`src/rtl/thermfilt_pkg.sv`:
```
package thermfilt_pkg;
    localparam int CNT_W = 3;

    typedef enum logic {
        ARM_UNDER = 1'b0,
        ARM_OVER  = 1'b1
    } arm_e;

    typedef struct packed {
        arm_e             arm;
        logic [CNT_W-1:0] cnt;
        logic             level;
        logic             pulse;
        logic             dir;
    } zone_st_t;

    localparam zone_st_t ZONE_IDLE = '{arm: ARM_OVER, cnt: '0, level: 1'b0, pulse: 1'b0, dir: 1'b0};

    function automatic logic [CNT_W-1:0] depth_of(input logic [1:0] code);
        case (code)
            2'b00:   return CNT_W'(1);
            2'b01:   return CNT_W'(2);
            2'b10:   return CNT_W'(4);
            default: return CNT_W'(6);
        endcase
    endfunction
endpackage

```
`src/rtl/depth_decode.sv`:
```
module depth_decode
    import thermfilt_pkg::*;
(
    input  logic [1:0]       depth_code,
    output logic [CNT_W-1:0] need
);
    always_comb begin
        need = depth_of(depth_code);
    end
endmodule

```
`src/rtl/thr_compare.sv`:
```
module thr_compare #(
    parameter int TEMP_W = 8
) (
    input  logic [TEMP_W-1:0] smp,
    input  logic [TEMP_W-1:0] set_pt,
    input  logic [TEMP_W-1:0] hyst,
    input  logic              want_over,
    output logic              qual
);
    logic signed [TEMP_W-1:0] s_smp, s_set, s_hyst;

    always_comb begin
        s_smp  = $signed(smp);
        s_set  = $signed(set_pt);
        s_hyst = $signed(hyst);
        qual   = want_over ? (s_smp > s_set) : (s_smp < s_hyst);
    end
endmodule

```
`src/rtl/zone_filter.sv`:
```
module zone_filter
    import thermfilt_pkg::*;
#(
    parameter int TEMP_W = 8
) (
    input  logic              clk,
    input  logic              rst_n,
    input  logic              shutdown,
    input  logic              smp_valid,
    input  logic [TEMP_W-1:0] smp,
    input  logic [TEMP_W-1:0] set_pt,
    input  logic [TEMP_W-1:0] hyst,
    input  logic [CNT_W-1:0]  need,
    output logic              evt_pulse,
    output logic              evt_dir,
    output logic              level
);
    zone_st_t         st_d, st_q;
    logic             qual;
    logic [CNT_W-1:0] cnt_inc;

    thr_compare #(.TEMP_W(TEMP_W)) u_cmp (
        .smp       (smp),
        .set_pt    (set_pt),
        .hyst      (hyst),
        .want_over (st_q.arm == ARM_OVER),
        .qual      (qual)
    );

    always_comb begin
        st_d       = st_q;
        st_d.pulse = 1'b0;
        cnt_inc    = st_q.cnt + CNT_W'(1);
        if (shutdown) begin
            st_d = ZONE_IDLE;
        end else if (smp_valid) begin
            if (!qual) begin
                st_d.cnt = '0;
            end else if (cnt_inc >= need) begin
                st_d.cnt   = '0;
                st_d.pulse = 1'b1;
                st_d.dir   = (st_q.arm == ARM_OVER);
                st_d.level = (st_q.arm == ARM_OVER);
                st_d.arm   = (st_q.arm == ARM_OVER) ? ARM_UNDER : ARM_OVER;
            end else begin
                st_d.cnt = cnt_inc;
            end
        end
    end

    always_ff @(posedge clk or negedge rst_n) begin
        if (!rst_n) st_q <= ZONE_IDLE;
        else        st_q <= st_d;
    end

    assign evt_pulse = st_q.pulse;
    assign evt_dir   = st_q.dir;
    assign level     = st_q.level;

    // the count never reaches the largest depth
    p_cnt_range_r1: assert property (@(posedge clk) disable iff (!rst_n)
        st_q.cnt <= CNT_W'(5));

    // no strobe means no event at the next edge
    p_no_strobe_no_event_r3: assert property (@(posedge clk) disable iff (!rst_n)
        !smp_valid |=> !evt_pulse);

    // every event flips the level, and the direction equals the new level
    p_level_flip_r4: assert property (@(posedge clk) disable iff (!rst_n)
        evt_pulse |-> (level != $past(level)) && (evt_dir == level));

    // shutdown silences the zone and clears its level
    p_shutdown_quiet_r7: assert property (@(posedge clk) disable iff (!rst_n)
        shutdown |=> !evt_pulse && !level);
endmodule

```
`src/rtl/thermal_event_filter.sv`:
```
module thermal_event_filter
    import thermfilt_pkg::*;
#(
    parameter int NUM_ZONES = 3,
    parameter int TEMP_W    = 8
) (
    input  logic                        clk,
    input  logic                        rst_n,
    input  logic                        shutdown,
    input  logic [1:0]                  depth_code,
    input  logic [NUM_ZONES-1:0]        smp_valid,
    input  logic [NUM_ZONES*TEMP_W-1:0] smp_bus,
    input  logic [NUM_ZONES*TEMP_W-1:0] set_bus,
    input  logic [NUM_ZONES*TEMP_W-1:0] hyst_bus,
    output logic [NUM_ZONES-1:0]        evt_pulse,
    output logic [NUM_ZONES-1:0]        evt_dir,
    output logic [NUM_ZONES-1:0]        level
);
    logic [CNT_W-1:0] need;

    depth_decode u_depth (
        .depth_code (depth_code),
        .need       (need)
    );

    // one fully independent filter per zone
    for (genvar z = 0; z < NUM_ZONES; z++) begin : g_zone
        zone_filter #(.TEMP_W(TEMP_W)) u_zone (
            .clk       (clk),
            .rst_n     (rst_n),
            .shutdown  (shutdown),
            .smp_valid (smp_valid[z]),
            .smp       (smp_bus[z*TEMP_W +: TEMP_W]),
            .set_pt    (set_bus[z*TEMP_W +: TEMP_W]),
            .hyst      (hyst_bus[z*TEMP_W +: TEMP_W]),
            .need      (need),
            .evt_pulse (evt_pulse[z]),
            .evt_dir   (evt_dir[z]),
            .level     (level[z])
        );
    end

    // a zone without a strobe produces no event
    p_zone_isolated_r6: assert property (@(posedge clk) disable iff (!rst_n)
        1'b1 |=> (evt_pulse & ~$past(smp_valid)) == '0);
endmodule

```
`config.mk`:
```
export PLATFORM = sky130hd
export DESIGN_NAME = thermal_event_filter
export DESIGN_NICKNAME = d
export VERILOG_FILES = /design/src/rtl/thermfilt_pkg.sv /design/src/rtl/depth_decode.sv /design/src/rtl/thr_compare.sv /design/src/rtl/zone_filter.sv /design/src/rtl/thermal_event_filter.sv
export SDC_FILE = /design/constraint.sdc
export NUM_CORES = 1
export LEC_CHECK = 0
export BUFFER_PORTS_ARGS = -buffer_cell sky130_fd_sc_hd__buf_4
export CAP_MARGIN = 30
export CORE_MARGIN = 8
export CORE_UTILIZATION = 55
export CTS_BUF_LIST = sky130_fd_sc_hd__clkbuf_4
export CTS_CLUSTER_DIAMETER = 200
export CTS_CLUSTER_SIZE = 30
export DETAILED_ROUTE_END_ITERATION = 8
export PLACE_DENSITY = 0.95
export SYNTH_ARGS = -nofsm -noshare
export SYNTH_HDL_FRONTEND = slang
export SYNTH_SLANG_ARGS = --single-unit
```
`constraint.sdc`:
```
create_clock -name clk -period 4 [get_ports clk]
set_input_delay 0.8 -clock clk [delete_from_list [all_inputs] [get_ports clk]]
set_output_delay 0.8 -clock clk [all_outputs]
set_load 0.01 [all_outputs]
```
# Word-level counts from Yosys, hierarchy flattened
# Cells that the tools add are included.
# W data, S select, Z words.
[totals]
in_bits = 80
wordCells = 73
register_bits = 21
out_inout_bits = 9
[op_classes]
n_addsub = 3
muxes = 31
reduce_logical = 13
n_eq_ne = 2
order_cmp = 9
[ops]
columns = ["op", "count"]
rows = [
  ["$mux W7", 6],
  ["$mux W3", 12],
  ["$gt A8 B8 Y1", 3],
  ["$lt A8 B8 Y1", 3],
  ["$reduce_bool A2 Y1", 9],
  ["$mux W1", 12],
  ["$add A3 B1 Y3 const B", 3],
  ["$ge A3 B3 Y1", 3],
  ["$pmux W3 S3", 1],
  ["$reduce_and A3 Y1", 3],
  ["$eq A2 B1 Y1 const B", 1],
  ["$eq A2 B2 Y1 const B", 1],
  ["$logic_not A2 Y1", 1],
]

# Logic depth before layout (Yosys ltp)
# Gate-level depths: netlist (run 1).
[depth]
word_depth = 7
mapped_depth = 9
ltp_nobuf = 9

# By module
# A second synthesis (run 1) with hierarchy kept.
[unflattened]
hier_cells = 285
hier_area_um2 = 2289.7
[by_module_without_submodules]
columns = ["mod", "area_each_um2", "cells_per_inst", "instances", "seq_area_each_um2"]
rows = [
  ["thr_compare", 395.4, 57, 3, 0.0],
  ["zone_filter", 364.1, 37, 3, 151.4],
  ["depth_decode", 11.3, 3, 1, 0.0],
]

# Least setup slack after synthesis (run 1)
# OpenSTA, ideal clock, no wires.
[synth_path]
path_type = "in2reg"
from = "in depth_code[1]"
to = "reg g_zone[1].u_zone.st_q[3] in the netlist's numbering"
required_time_ns = 3.922
setup_time_ns = 0.078
path_slack_ns = 1.507
stages = 7
arrival_time_ns = 2.415
path_cell_list = "nor2_1 -> ha_1 -> nand2b_1 -> a21o_1 -> a21oi_1 -> or4b_1 -> a21oi_1"
[synth_between]
elab_chain_len = 7
word_cells_on_any_way = 9
[synth_lines]
columns = ["element", "line_no", "source"]
rows = [
  ["start: declaration", "thermal_event_filter.sv:10", "input logic [1:0] depth_code,"],
  ["$eq A2 B2 Y1 (tied with other cells)", "thermfilt_pkg.sv:20", "case (code)"],
  ["$pmux W3 S3 (*)", "thermfilt_pkg.sv:20", ""],
  ["$ge A3 B3 Y1 (*)", "zone_filter.sv:39", "end else if (cnt_inc >= need) begin"],
  ["$mux W3 (*)", "zone_filter.sv:39", ""],
  ["$mux W3 (*)", "zone_filter.sv:37", "if (!qual) begin"],
  ["$mux W7 (*)", "zone_filter.sv:36", "end else if (smp_valid) begin"],
  ["$mux W7 (*)", "zone_filter.sv:34", "if (shutdown) begin"],
  ["end signal: assignment", "zone_filter.sv:53", "else st_q <= st_d;"],
  ["end: declaration", "zone_filter.sv:18", "zone_st_t st_d, st_q;"],
]
# Mark *: on every way between the ends. The rest lies on a longest branch, timed or not. The select of a mux whose other input is x is not followed.
# A chain may end at the register's enable or synchronous reset.

# Final worst setup path (run 1)
# Same ends and word-level chain as after synthesis.

==> results of run 1 <==
[through the flow]
step	utilization	hold slack [ns]	cell area, µm²	power [mW]	worst slack (ns)
6_report	0.745	0.346	3020	0.571	1.46
5_1_grt	0.745	0.352	3020	0.617	1.23
4_1_cts	0.745	0.350	3020	0.572	1.47
3_5_place_dp	0.739	0.481	3000	0.479	1.14
3_3_place_gp	0.739	0.473	3000	0.464	1.27
2_1_floorplan	-	0.454	2350	0.368	1.51
[cells by family (layout without fill, tap and decap cells)]
logic type	count (synthesis)	in the layout	synth area share
buffers and inverters	71	153	0.128
adder cells (fa/ha/maj)	57	57	0.304
AND/OR/NAND/NOR	66	66	0.152
multiplexers	2	2	0.00907
flip-flops	18	18	0.194
AO/OA/AOI/OAI	63	63	0.202
XOR/XNOR	3	3	0.0112
[power groups by stage]
stage	Sequential (mW)	Clock, mW	Combinational [mW]
floorplan	0.205	0	0.163
global placement	0.209	0	0.255
detailed placement	0.209	0	0.270
CTS	0.206	0.0958	0.271
global route	0.208	0.103	0.307
finish	0.206	0.0941	0.271
[registers in the layout, summed over array words and instances, names as in the netlist]
name and count:
g_zone.u_zone.level 1, g_zone.u_zone.evt_pulse 3, g_zone.u_zone.evt_dir 2, g_zone.u_zone.st_q 12
[critical path: cells and delay by family]
| family | cells | cell delay, ns |
|---|---|---|
| compound gates | 3 | 0.76 |
| fa+ha+maj | 1 | 0.27 |
| buf+inv | 1 | 0.11 |
| simple gates | 3 | 0.83 |
[cells in the mapped netlist (3+ instances only)]
cell | count | share of area
nand2b_1 | 10 | 0.027
nor2b_1 | 4 | 0.011
xor2_1 | 3 | 0.011
a211oi_1 | 3 | 0.0096
buf_4 | 9 | 0.029
ha_1 | 57 | 0.30
nand4_1 | 6 | 0.016
a22o_1 | 3 | 0.011
a31oi_1 | 4 | 0.011
a21oi_1 | 14 | 0.030
nor3_1 | 3 | 0.0064
o21ai_0 | 11 | 0.023
dfrtp_1 | 15 | 0.16
inv_1 | 61 | 0.098
a21o_1 | 5 | 0.016
dfstp_2 | 3 | 0.034
nand2_1 | 16 | 0.026
nor2_1 | 15 | 0.024
[cell usage in the layout (no fill, tap or decap), types with 2 or more instances in the layout]
cell	Yosys	layout
and4_1	2	2
dfstp_2	3	3
o21ai_0	11	11
nand4_1	6	6
nand2b_1	10	10
buf_4	9	88
dfrtp_1	15	15
xor2_1	3	3
nor2_1	15	15
nand3_1	2	2
nor3_1	3	3
a21oi_1	14	14
o41ai_1	2	2
a211oi_1	3	3
a21o_1	5	5
a31oi_1	4	4
clkbuf_4	0	3
nand2_1	16	16
inv_1	61	61
nor2b_1	4	4
ha_1	57	57
a22o_1	3	3
o211ai_1	2	2
[worst max path at each step]
stage | from | end | slack, ns | depth (start not counted)
after floorplan | depth_code[1] | g_zone[1].u_zone.st_q[3] | 1.51 | 7
after global placement | depth_code[1] | g_zone[1].u_zone.st_q[3] | 1.27 | 8
after detailed placement | depth_code[1] | g_zone[1].u_zone.st_q[3] | 1.14 | 8
after CTS | depth_code[1] | g_zone[1].u_zone.st_q[3] | 1.47 | 8
after global routing | depth_code[1] | g_zone[1].u_zone.st_q[3] | 1.23 | 8
final | depth_code[1] | g_zone[1].u_zone.st_q[3] | 1.46 | 8
[final cells by class]
class / count / area, µm² / area share
Tap cell: 50 / 62.6 / 0.0207
Sequential cell: 18 / 454 / 0.150
Multi-Input combinational cell: 191 / 1590 / 0.526
Timing Repair Buffer: 88 / 661 / 0.218
Clock buffer: 3 / 22.5 / 0.00745
Inverter: 61 / 229 / 0.0757
Clock inverter: 1 / 3.75 / 0.00124
[routing by layer]
layer	vias up	wire (µm)
li1	1139	-
met1	1047	2450
met2	87	2950
met3	12	401
met4	0	80
met5	-	0
==> flow_summary.yaml, run 1 <==
route:
  dr.pass1.iters: 4
  drc: 0
  vias: 2285
  ant_nets: 0
  drtIter0Drc: 109
  drt_wl_total_um: 5890
  wl_per_cell_um: 14.3
  vias_per_cell: 5.55
critical_path:
  cp_max_fo: 8
  r2r-start: "g_zone[1].u_zone.st_q[3]"
  worstSetupEndpointType: "register"
  path_class: "in2reg"
  slowest_stage: "or4b_1"
  path_cells: "buf_4, nor2_1, ha_1, nand2b_1, a21o_1, a21oi_1, or4b_1, a21oi_1"
  r2r_slack_ns: 1.65
  timing.critical_path.mode_cell: "a21oi_1"
  critPathMaxStageDelay_ns: 0.48
  rr_worst_depth: 6
  start_kind: "primary input"
  worstPathRequired_ns: 4.24
  r2r_end: "g_zone[1].u_zone.st_q[3]"
  arrival_ns: 2.78
power_and_ir_drop:
  clkPwrFrac: 0.165
  p_per_area_mw_per_mm2: 189
  power_leakage_nw: 1.76
  power.internal_uw: 372
  p_sw_frac: 0.349
  vdd_drop_max_uv: 128
  p_switching_uw: 199
  p_seq_frac: 0.361
  pwr-share-comb: 0.475
floorplanning:
  start_util: 0.578
  ioPinCount: 89
  design.die.area_mm2: 0.00661
  core_region_area_mm2: 0.00406
  die_x_um: 81.3
  die_height_um: 81.3
  num_rows: 23
timing:
  hold_viol: 0
  period_share: 0.636
  rsz0062_at_grt: "false"
  tns_ns: 0
  clock.fmax_mhz: 393
  finalSetupViolations: 0
  tightest_slew_ns: 0.557
  drv_slew: 0
  max_slew_margin: 0.628
  finClkSkew_ns: 0.00733
  min_period_ns: 2.54
place:
  portBuffers: 88
  dp_hpwl_um: 5220
  gp_congestion: 0.819
  dp_cells: 408
global_route:
  grt.total_usage: 0.181
  grtUsageMet2: 0.333
  grt_max_degree: 19
  met1_usage: 0.207
  antenna_found_initial: 0
  grt-ovfl-total: 0
  grt_pass1_wl_um: 9870
  gr-max-usage-layer: "met2"
  grt_pass1_vias: 2374
  use_met3: 0.0408
worst_hold_path:
  hold_class: "in2async"
clocking:
  cts.sink_count: 18
  cts_tree: "built"
  htree_num_levels: 1
  clkTransAtPathRegs_ns: 0.11
  ctsResizeCount: 0
  cts_made_buffers: 3
  clk_latency_ns: 0.30
  postCtsSetupBuffers: 0
  clk_path_buf_depth: 2
  clock-root-buffer: "clkbuf_4"
  ctsHoldBuffers: 0
synth:
  synthCells: 280
  syn_area_per_cell_um2: 8.38
  synth_edf_count: 0
  synthArstFlopShare: 1.00
  synthFlopType: "dfrtp_1"
  synth-seq-cells: 18
  yosys_warnings: 0
  yosysSeqAreaShare: 0.194
  syn-num-nets: 417
  yosysUniqueCellTypes: 52
  synthesis.area_mm2: 0.00235
cells_and_area:
  fin_cells: 412
  syn_to_final_growth_pct: 28.9
  num_antenna_cells: 0
  fin_nets: 500
  drive_gt1_frac: 0.287
  fillers: 307
job:
  cap_violations: 0
outcome:
  status: "completed"
No activity file was read; power rests on OpenSTA's default activity.
==> run 2, diff against run 1 <==
--- a/config.mk
+++ b/config.mk
@@ -8,12 +8,12 @@
 export BUFFER_PORTS_ARGS = -buffer_cell sky130_fd_sc_hd__buf_4
 export CAP_MARGIN = 30
 export CORE_MARGIN = 8
-export CORE_UTILIZATION = 55
+export CORE_UTILIZATION = 51
 export CTS_BUF_LIST = sky130_fd_sc_hd__clkbuf_4
 export CTS_CLUSTER_DIAMETER = 200
 export CTS_CLUSTER_SIZE = 30
 export DETAILED_ROUTE_END_ITERATION = 8
-export PLACE_DENSITY = 0.95
+export PLACE_DENSITY = 0.91
 export SYNTH_ARGS = -nofsm -noshare
 export SYNTH_HDL_FRONTEND = slang
 export SYNTH_SLANG_ARGS = --single-unit
==> constraint.sdc (replaced) <==
create_clock -name clk -period 2.4 [get_ports clk]
set_input_delay 0.48 -clock clk [delete_from_list [all_inputs] [get_ports clk]]
set_output_delay 0.48 -clock clk [all_outputs]
set_load 0.01 [all_outputs]
==> flow_summary.yaml, run 2 (synthesized netlist as in run 1, its figures left out) <==
critical_path:
  arrival_ns: 2.34
  r2r-start: "g_zone[0].u_zone.st_q[3]"
  start_kind: "register"
  r2r_slack_ns: 0.25
  cp_max_fo: 4
  worstSetupEndpointType: "register"
  rr_worst_depth: 9
  path_class: "reg2reg"
  worstPathRequired_ns: 2.59
  r2r_end: "g_zone[0].u_zone.evt_dir"
clocking:
  htree_num_levels: 1
  clock-root-buffer: "clkbuf_4"
  ctsHoldBuffers: 0
  cts_tree: "built"
  clk_latency_ns: 0.29
  postCtsSetupBuffers: 0
  cts_made_buffers: 3
  clk_path_buf_depth: 2
  clkTransAtPathRegs_ns: 0.10
  cts.sink_count: 18
  ctsResizeCount: 0
cells_and_area:
  syn_to_final_growth_pct: 30.0
  num_antenna_cells: 0
  largest_reg_flops: 12
  fin_nets: 503
  mostFrequentLayoutCell: "buf_4"
  layout_common_cells: "buf_4 (91), inv_1 (61), ha_1 (57)"
  drive_gt1_frac: 0.293
  largest_register: "g_zone.u_zone.st_q"
  post-route-util: 0.695
worst_hold_path:
  hold_class: "in2async"
timing:
  finClkSkew_ns: 0.000601
  max_slew_margin: 0.642
  finalSetupViolations: 0
  drv_slew: 0
  tightest_slew_ns: 0.537
  clock.fmax_mhz: 465
  hold_viol: 0
  period_share: 0.896
  min_period_ns: 2.15
  rsz0062_at_grt: "false"
route:
  wl_per_cell_um: 13.9
  drc: 0
  dr.pass1.iters: 4
  drt_wl_total_um: 5790
  drtIter0Drc: 93
  vias: 2228
  vias_per_cell: 5.34
  ant_nets: 0
floorplanning:
  num_rows: 24
  ioPinCount: 89
  die_x_um: 83.8
  start_util: 0.535
  design.die.area_mm2: 0.00703
  core_region_area_mm2: 0.00438
  die_height_um: 83.8
global_route:
  grt_pass1_wl_um: 10000
  grt.total_usage: 0.162
  grt_pass1_vias: 2366
  grt-ovfl-total: 0
  antenna_found_initial: 0
  grt_max_degree: 19
power_and_ir_drop:
  p_per_area_mw_per_mm2: 312
  finalPower_uw: 952
  power_leakage_nw: 1.77
  vdd_drop_max_uv: 183
outcome:
  status: "completed"
place:
  portBuffers: 88
  gp_congestion: 0.825
  dp_hpwl_um: 5270
job:
  cap_violations: 0
[run 2: changes by cell type in the layout (fill, tap and decap cells not counted)]
| cell | previous run | this run |
|---|---|---|
| buf_4 | 88 | 91 |
[run 2: worst max path at each step]
| stage | depth (start not counted) | endpoint | startpoint | slack (ns) |
|---|---|---|---|---|
| 3_3_place_gp | 8 | g_zone[2].u_zone.st_q[3] | smp_bus[21] | 0.09 |
| 4_1_cts | 9 | g_zone[0].u_zone.evt_dir | g_zone[0].u_zone.st_q[3] | 0.25 |
| 5_1_grt | 9 | g_zone[0].u_zone.evt_dir | g_zone[0].u_zone.st_q[3] | 0.12 |
| 3_5_place_dp | 7 | g_zone[1].u_zone.st_q[3] | smp_bus[13] | -0.002 |
| 6_report | 9 | g_zone[0].u_zone.evt_dir | g_zone[0].u_zone.st_q[3] | 0.25 |
| 2_1_floorplan | 7 | g_zone[1].u_zone.st_q[3] | depth_code[1] | 0.23 |
[run 2: through the flow]
step	setup WS [ns]	instances	TNS [ns]	hold slack (ns)	cell area, µm²
global placement	0.0918	413	0	0.358	3020
floorplan	0.227	280	0	0.184	2350
detailed placement	-0.00233	413	-0.00233	0.360	3020
finish	0.251	417	0	0.0347	3050
CTS	0.254	417	0	0.0346	3050
global route	0.122	417	0	0.0353	3050
[run 2: metal layers]
metal,up-vias,wire [µm],GRT usage
met5,-,0,0
met4,0,76,0.0283
met3,8,461,0.0586
met2,69,2920,0.291
met1,1009,2330,0.177
li1,1142,-,-
[run 2: area by class of cell]
type                       count  area [µm²]
clock inverter                 1        3.75
multi-input combinational    191        1590
tap                           52        65.1
fill                         335        1340
sequential                    18         454
clock buffer                   3        22.5
timing repair buffer          91         683
inverter                      61         229
[run 2: critical path, stage by stage, from the launching register on]
cell and delay (ns):
dfrtp_1 0.45, ha_1 0.23, xor2_1 0.17, ha_1 0.30, a21o_1 0.11, a31oi_1 0.04, nand2b_1 0.21, o41ai_1 0.35
o21a_1 0.16, nor2_1 0.03
[run 2: power by group]
part	total (mW)	internal [mW]	switching, mW	leakage, nW
registers	0.342	0.325	0.0172	0.238
clock network	0.154	0.0605	0.0932	0.0154
logic	0.456	0.239	0.217	1.52
total	0.952	0.625	0.328	1.77
